[config.mk]
export PLATFORM = sky130hd
export DESIGN_NAME = serial_rx_flags
export DESIGN_NICKNAME = d
export VERILOG_FILES = /design/src/rtl/serial_rx_pkg.sv /design/src/rtl/rx_line_front.sv /design/src/rtl/rx_bit_engine.sv /design/src/rtl/rx_buffer_ctl.sv /design/src/rtl/serial_rx_flags.sv
export SDC_FILE = /design/constraint.sdc
export NUM_CORES = 1
export LEC_CHECK = 0
export ABC_AREA = 0
export BUFFER_PORTS_ARGS = -buffer_cell sky130_fd_sc_hd__buf_2
export CORE_UTILIZATION = 30
export DETAILED_ROUTE_END_ITERATION = 8
export PLACE_DENSITY = 0.49
export SLEW_MARGIN = 20
export SYNTH_ARGS = -nofsm -noshare
export SYNTH_HDL_FRONTEND = slang
export SYNTH_SLANG_ARGS = --single-unit
[constraint.sdc]
create_clock -name clk_i -period 4.7 [get_ports clk_i]
set_input_delay 0.235 -clock clk_i [delete_from_list [all_inputs] [get_ports clk_i]]
set_output_delay 0.235 -clock clk_i [all_outputs]
set_load 0.1 [all_outputs]
[src/rtl/serial_rx_pkg.sv]
package serial_rx_pkg;
  localparam int unsigned CHAR_W = 9;
  localparam int unsigned LEN_W  = $clog2(CHAR_W + 1);

  typedef enum logic [2:0] {
    ST_IDLE, ST_START, ST_DATA, ST_PAR, ST_STOP1, ST_STOP2
  } rx_state_e;

  function automatic logic [LEN_W-1:0] char_len_f(input logic [1:0] code);
    case (code)
      2'b00:   return LEN_W'(7);
      2'b01:   return LEN_W'(8);
      default: return LEN_W'(9);
    endcase
  endfunction
endpackage

[src/rtl/rx_line_front.sv]
module rx_line_front #(
  parameter int unsigned SYNC_STAGES = 2
) (
  input  logic clk_i,
  input  logic rst_ni,
  input  logic rxd_i,
  input  logic inv_i,
  output logic line_o
);
  logic [SYNC_STAGES-1:0] sync_q;

  generate
    if (SYNC_STAGES == 1) begin : g_single
      always_ff @(posedge clk_i or negedge rst_ni)
        if (!rst_ni) sync_q <= '1;
        else         sync_q <= rxd_i ^ inv_i;
    end else begin : g_chain
      always_ff @(posedge clk_i or negedge rst_ni)
        if (!rst_ni) sync_q <= '1;
        else         sync_q <= {sync_q[SYNC_STAGES-2:0], rxd_i ^ inv_i};
    end
  endgenerate

  assign line_o = sync_q[SYNC_STAGES-1];
endmodule

[src/rtl/rx_bit_engine.sv]
module rx_bit_engine
  import serial_rx_pkg::*;
#(
  parameter int unsigned OSR = 16
) (
  input  logic              clk_i,
  input  logic              rst_ni,
  input  logic              en_i,
  input  logic              tick_i,
  input  logic              line_i,
  input  logic [LEN_W-1:0]  len_i,
  input  logic              par_en_i,
  input  logic              two_stop_i,
  output logic              done_o,
  output logic [CHAR_W-1:0] char_o,
  output logic              par_bit_o,
  output logic              stop_ok_o
);
  localparam int unsigned CNT_W = $clog2(OSR);
  localparam logic [CNT_W-1:0] HALF = CNT_W'(OSR / 2 - 1);
  localparam logic [CNT_W-1:0] LAST = CNT_W'(OSR - 1);

  rx_state_e         state_q;
  logic [CNT_W-1:0]  cnt_q;
  logic [LEN_W-1:0]  idx_q;
  logic [CHAR_W-1:0] sh_q;
  logic              par_q, stop_ok_q, done_q;
  logic              bit_end;

  assign bit_end = (cnt_q == LAST);

  always_ff @(posedge clk_i or negedge rst_ni) begin
    if (!rst_ni) begin
      state_q <= ST_IDLE; cnt_q <= '0; idx_q <= '0; sh_q <= '0;
      par_q <= 1'b0; stop_ok_q <= 1'b1; done_q <= 1'b0;
    end else begin
      done_q <= 1'b0;
      if (!en_i) begin
        state_q <= ST_IDLE;
        cnt_q   <= '0;
      end else if (tick_i) begin
        cnt_q <= cnt_q + 1'b1;
        unique case (state_q)
          ST_IDLE: begin
            cnt_q <= '0;
            if (!line_i) state_q <= ST_START;
          end
          ST_START: if (cnt_q == HALF) begin
            cnt_q     <= '0;
            idx_q     <= '0;
            sh_q      <= '0;
            stop_ok_q <= 1'b1;
            state_q   <= line_i ? ST_IDLE : ST_DATA;  // noise rejection
          end
          ST_DATA: if (bit_end) begin
            sh_q[idx_q] <= line_i;
            idx_q       <= idx_q + 1'b1;
            if ((idx_q + LEN_W'(1)) == len_i)
              state_q <= par_en_i ? ST_PAR : ST_STOP1;
          end
          ST_PAR: if (bit_end) begin
            par_q   <= line_i;
            state_q <= ST_STOP1;
          end
          ST_STOP1: if (bit_end) begin
            stop_ok_q <= line_i;
            if (two_stop_i) state_q <= ST_STOP2;
            else begin
              done_q  <= 1'b1;
              state_q <= ST_IDLE;
            end
          end
          ST_STOP2: if (bit_end) begin
            stop_ok_q <= stop_ok_q & line_i;
            done_q    <= 1'b1;
            state_q   <= ST_IDLE;
          end
          default: state_q <= ST_IDLE;
        endcase
      end
    end
  end

  assign done_o    = done_q;
  assign char_o    = sh_q;
  assign par_bit_o = par_q;
  assign stop_ok_o = stop_ok_q;

  p_idle_when_off_r2: assert property (@(posedge clk_i) disable iff (!rst_ni)
    !en_i |=> (state_q == ST_IDLE));
  p_start_reject_r3: assert property (@(posedge clk_i) disable iff (!rst_ni)
    (en_i && tick_i && state_q == ST_START && cnt_q == HALF && line_i) |=> (state_q == ST_IDLE));
  p_done_pulse_r5: assert property (@(posedge clk_i) disable iff (!rst_ni)
    done_o |=> !done_o);
endmodule

[src/rtl/rx_buffer_ctl.sv]
module rx_buffer_ctl
  import serial_rx_pkg::*;
(
  input  logic              clk_i,
  input  logic              rst_ni,
  input  logic              en_i,
  input  logic              done_i,
  input  logic [CHAR_W-1:0] char_i,
  input  logic              par_bit_i,
  input  logic              stop_ok_i,
  input  logic [LEN_W-1:0]  len_i,
  input  logic              par_en_i,
  input  logic              par_odd_i,
  input  logic              data_inv_i,
  input  logic              sleep_i,
  input  logic              rd_i,
  output logic [CHAR_W-1:0] buf_o,
  output logic              ovr_o,
  output logic              frm_o,
  output logic              par_o,
  output logic              irq_o
);
  logic [CHAR_W-1:0] mask, raw, data, buf_q;
  logic msb, par_bad, accept, full_q, full_eff;
  logic ovr_q, frm_q, par_q, irq_q;

  always_comb begin
    mask = '0;
    for (int i = 0; i < CHAR_W; i++) mask[i] = (i < int'(len_i));
  end

  assign raw  = char_i & mask;
  assign data = raw ^ (data_inv_i ? mask : '0);

  always_comb begin
    msb = 1'b0;
    for (int i = 0; i < CHAR_W; i++)
      if (i == int'(len_i) - 1) msb = data[i];
  end

  assign par_bad  = par_en_i & (^raw ^ par_bit_i ^ par_odd_i);
  assign accept   = en_i & done_i & ~(sleep_i & ~msb);
  assign full_eff = full_q & ~rd_i;  // a read in the same cycle counts first

  always_ff @(posedge clk_i or negedge rst_ni) begin
    if (!rst_ni) begin
      buf_q <= '0; full_q <= 1'b0; irq_q <= 1'b0;
      ovr_q <= 1'b0; frm_q <= 1'b0; par_q <= 1'b0;
    end else begin
      irq_q <= 1'b0;
      if (rd_i) full_q <= 1'b0;
      if (accept) begin
        buf_q  <= data;
        full_q <= 1'b1;
        if (full_eff) ovr_q <= 1'b1;
        else          irq_q <= 1'b1;
        if (par_bad)    par_q <= 1'b1;
        if (!stop_ok_i) frm_q <= 1'b1;
      end
      if (!en_i) begin
        ovr_q <= 1'b0; frm_q <= 1'b0; par_q <= 1'b0;
      end
    end
  end

  assign buf_o = buf_q;
  assign ovr_o = ovr_q;
  assign frm_o = frm_q;
  assign par_o = par_q;
  assign irq_o = irq_q;

  p_irq_pulse_r5: assert property (@(posedge clk_i) disable iff (!rst_ni)
    irq_o |=> !irq_o);
  p_ovr_no_irq_r6: assert property (@(posedge clk_i) disable iff (!rst_ni)
    $rose(ovr_o) |-> !irq_o);
  p_no_irq_when_off_r2: assert property (@(posedge clk_i) disable iff (!rst_ni)
    !en_i |=> !irq_o);
  p_flags_clear_r10: assert property (@(posedge clk_i) disable iff (!rst_ni)
    !en_i |=> !(ovr_o || frm_o || par_o));
  p_buf_hold_r12: assert property (@(posedge clk_i) disable iff (!rst_ni)
    !done_i |=> $stable(buf_o));
endmodule

[src/rtl/serial_rx_flags.sv]
module serial_rx_flags
  import serial_rx_pkg::*;
#(
  parameter int unsigned OSR         = 16,
  parameter int unsigned SYNC_STAGES = 2
) (
  input  logic              clk_i,
  input  logic              rst_ni,
  input  logic              rx_en_i,
  input  logic              tick_i,
  input  logic              rxd_i,
  input  logic              rxd_inv_i,
  input  logic              data_inv_i,
  input  logic [1:0]        char_len_i,
  input  logic              par_en_i,
  input  logic              par_odd_i,
  input  logic              two_stop_i,
  input  logic              sleep_i,
  input  logic              rd_strobe_i,
  output logic [CHAR_W-1:0] buf_data_o,
  output logic              ovr_err_o,
  output logic              frm_err_o,
  output logic              par_err_o,
  output logic              err_sum_o,
  output logic              rx_irq_o
);
  logic              line;
  logic [LEN_W-1:0]  len;
  logic              done, par_bit, stop_ok;
  logic [CHAR_W-1:0] chr;

  assign len = char_len_f(char_len_i);

  rx_line_front #(.SYNC_STAGES(SYNC_STAGES)) i_front (
    .clk_i, .rst_ni, .rxd_i, .inv_i(rxd_inv_i), .line_o(line)
  );

  rx_bit_engine #(.OSR(OSR)) i_engine (
    .clk_i, .rst_ni, .en_i(rx_en_i), .tick_i, .line_i(line), .len_i(len),
    .par_en_i, .two_stop_i, .done_o(done), .char_o(chr),
    .par_bit_o(par_bit), .stop_ok_o(stop_ok)
  );

  rx_buffer_ctl i_buffer (
    .clk_i, .rst_ni, .en_i(rx_en_i), .done_i(done), .char_i(chr),
    .par_bit_i(par_bit), .stop_ok_i(stop_ok), .len_i(len), .par_en_i,
    .par_odd_i, .data_inv_i, .sleep_i, .rd_i(rd_strobe_i), .buf_o(buf_data_o),
    .ovr_o(ovr_err_o), .frm_o(frm_err_o), .par_o(par_err_o), .irq_o(rx_irq_o)
  );

  assign err_sum_o = ovr_err_o | frm_err_o | par_err_o;
endmodule

==> metrics <==
outcome=completed; Synth Flop Type=dfrtp_1; cts-stage hold buffer count=0; root buffer cell=clkbuf_8; DR vias/cell=4.77; grt total ovfl=0; row count=31; IO Count=28; post-synthesis cell area=0.00226 sq mm; r2r setup slk=2.49 ns; Max Fclk=between 400 and 500 MHz; Core Region=between 0.007 and 0.008 sq mm; Final period util=about 47%; vias in the first global route=1628; Clock Path Buffers=2; worst slew pin tran=~0.86 ns; clock-pin slew on the worst setup and hold paths=about 0.080 ns; I/O Buffers=27; final hold slack=approximately 0.047 ns; most common cell in the netlist=dfrtp_1; htree depth=2; die width=approximately 89 um; Post-Route Setup TNS=0 ns; Worst setup SP type=flop; Post-synth ARST share=100%; Initial Util=a little under a third; worst min-delay path class=primary input to async pin; VDD IR max=roughly 0.11 mV; Final setup violation count=0; final hold viol count=0; register area share after synthesis=approximately 43%; clk_lat worst skew=0.29 ns; initial antenna violation count=0; Post-synth EDFFs=0; global-route wire length before repair=8090 um; drt total wl=between 4000 and 5000 um; CP Capture Type=flop; Routed Antenna Nets=0; vias=1725; Post-Syn Instances=238; Slew Viols, Final=0; fin util=a little over a third; Mapped Avg Cell Area=9.50 sq um; Mapped Nets=between 200 and 300; total die area=~0.0079 sq mm; Sink Count=39; Area Growth Syn to Fin=14.5%; flops & latches, synth=39; GRT Total Usage=a little over an eighth; Final Power=between 0.7 and 0.8 mW; Area contributors post-synth=dfrtp_1, o21ai_0, mux2_2; CP max FO=16; P per Cell Area=around 270 mW/mm^2; DRC Markers=0; Die Y=88.8 um; CTS tree=done; post-CTS setup buffers=0; Max-Cap Viols=0; RSZ-0062 raised after global routing=false; largest net degree at the start of global routing=40; layout cells sized above 1=approximately a fifth; Synth cell types=between 40 and 50; min cycle time layout=approximately 2.2 ns; most frequent cells after synthesis=dfrtp_1, o21ai_0, inv_1, nand2_1, a21oi_1; TritonCTS Buffers=5; PnR worst setup slack=roughly 2.5 ns; yosys warns=0; Synth top area share=approximately two fifths; DP HPWL=about 3400 um; Place WS=about 2.3 ns; ANT cells=0; initial drt markers=98; Pleak=between 1 and 1.5 nW; Routability Congestion=between 0.7 and 0.8; Worst Skew=slightly below 0.006 ns; headroom to the max-slew limit=43.0%; WL per Instance=roughly 13 um; PostCTS Resize Cnt=0; WP data arrival=~2.4 ns; crit path kind=flop to flop; router iterations before antenna repair=4; CP required=just under 5 ns; # nets final=roughly 280; area leader, netlist=dfrtp_1
==> cell families (layout without fill, tap and decap cells) <==
group                      after synthesis  count (layout)  share of synthesized area (%)
AOI/OAI and AO/OA                       60              60                           16.0
xor gates and xnor gates                22              22                           8.52
adders and majority gates                8               8                           4.42
buffers and inverters                   27              52                           4.92
DFF                                     39              39                           43.3
muxes                                   15              15                           7.19
and+or+nand+nor                         67              67                           15.6
==> metrics by stage <==
stage,cell area [sq um],std cells
final,2590,362
after global routing,2590,362
after CTS,2590,362
after detailed placement,2470,354
after global placement,2470,354
after floorplan,2260,238
==> per-layer routing <==
metal  wire [um]  GRT usage (%)  vias to the layer above
met5           0              0                        -
met4           0           3.96                        0
met3         143           2.80                        0
met2        2140           21.5                       40
met1        2400           18.2                      812
li1            -              -                      873
==> worst paths after layout <==
path | from | endpoint | cells after the start
setup / recovery | i_engine.state_q[1] | i_engine.char_o[2] | 5
hold / removal | rst_ni | i_buffer.buf_o[4] | 1
setup reg to reg | i_engine.state_q[1] | i_engine.char_o[2] | 5
hold reg to reg | i_front.sync_q[0] | i_front.sync_q[1] | 0
max in group asynchronous | rst_ni | i_engine.idx_q[2] | 1
min in group clk_i | rxd_i | i_front.sync_q[0] | 2
==> power breakdown <==
| group | switching (mW) | internal, mW | total (mW) |
|---|---|---|---|
| Sequential | 0.00886 | 0.341 | 0.350 |
| Clock | 0.120 | 0.172 | 0.292 |
| Combinational | 0.0381 | 0.0249 | 0.0631 |
| Total | 0.167 | 0.538 | 0.705 |
==> registers in the layout (all words and copies together) (netlist names), 2 cells and up <==
signal and cells:
i_engine.char_o 9, i_buffer.buf_o 9, i_engine.idx_q 4, i_engine.cnt_q 4, i_engine.state_q 3, i_front.sync_q 2
==> placed cells by master, fill, tap and decap left out, types with 6 or more instances in the layout <==
| cell type | count |
|---|---|
| ha_1 | 8 |
| xnor2_1 | 11 |
| buf_2 | 27 |
| xor2_1 | 11 |
| clkbuf_8 | 6 |
| dfrtp_1 | 36 |
| nand3_1 | 8 |
| mux2_2 | 10 |
| o21ai_0 | 25 |
| nor2_1 | 14 |
| a21oi_1 | 15 |
| nand2_1 | 16 |
| inv_1 | 17 |
==> final cells by class <==
| cell class | count | area (sq um) |
|---|---|---|
| Clock inverter | 2 | 35.0 |
| Inverter | 17 | 63.8 |
| Sequential cell | 39 | 980 |
| Timing Repair Buffer | 27 | 135 |
| Clock buffer | 6 | 82.6 |
| Tap cell | 99 | 124 |
| Fill cell | 751 | 4660 |
| Multi-Input combinational cell | 172 | 1170 |
==> critical path, cell delays in order, from the launching register on <==
cell	delay (ns)
dfrtp_1	0.52
or3b_2	0.51
a211o_1	0.50
nor2_4	0.23
nand3_1	0.16
o21ai_0	0.20
(Power assumes the default switching activity.)
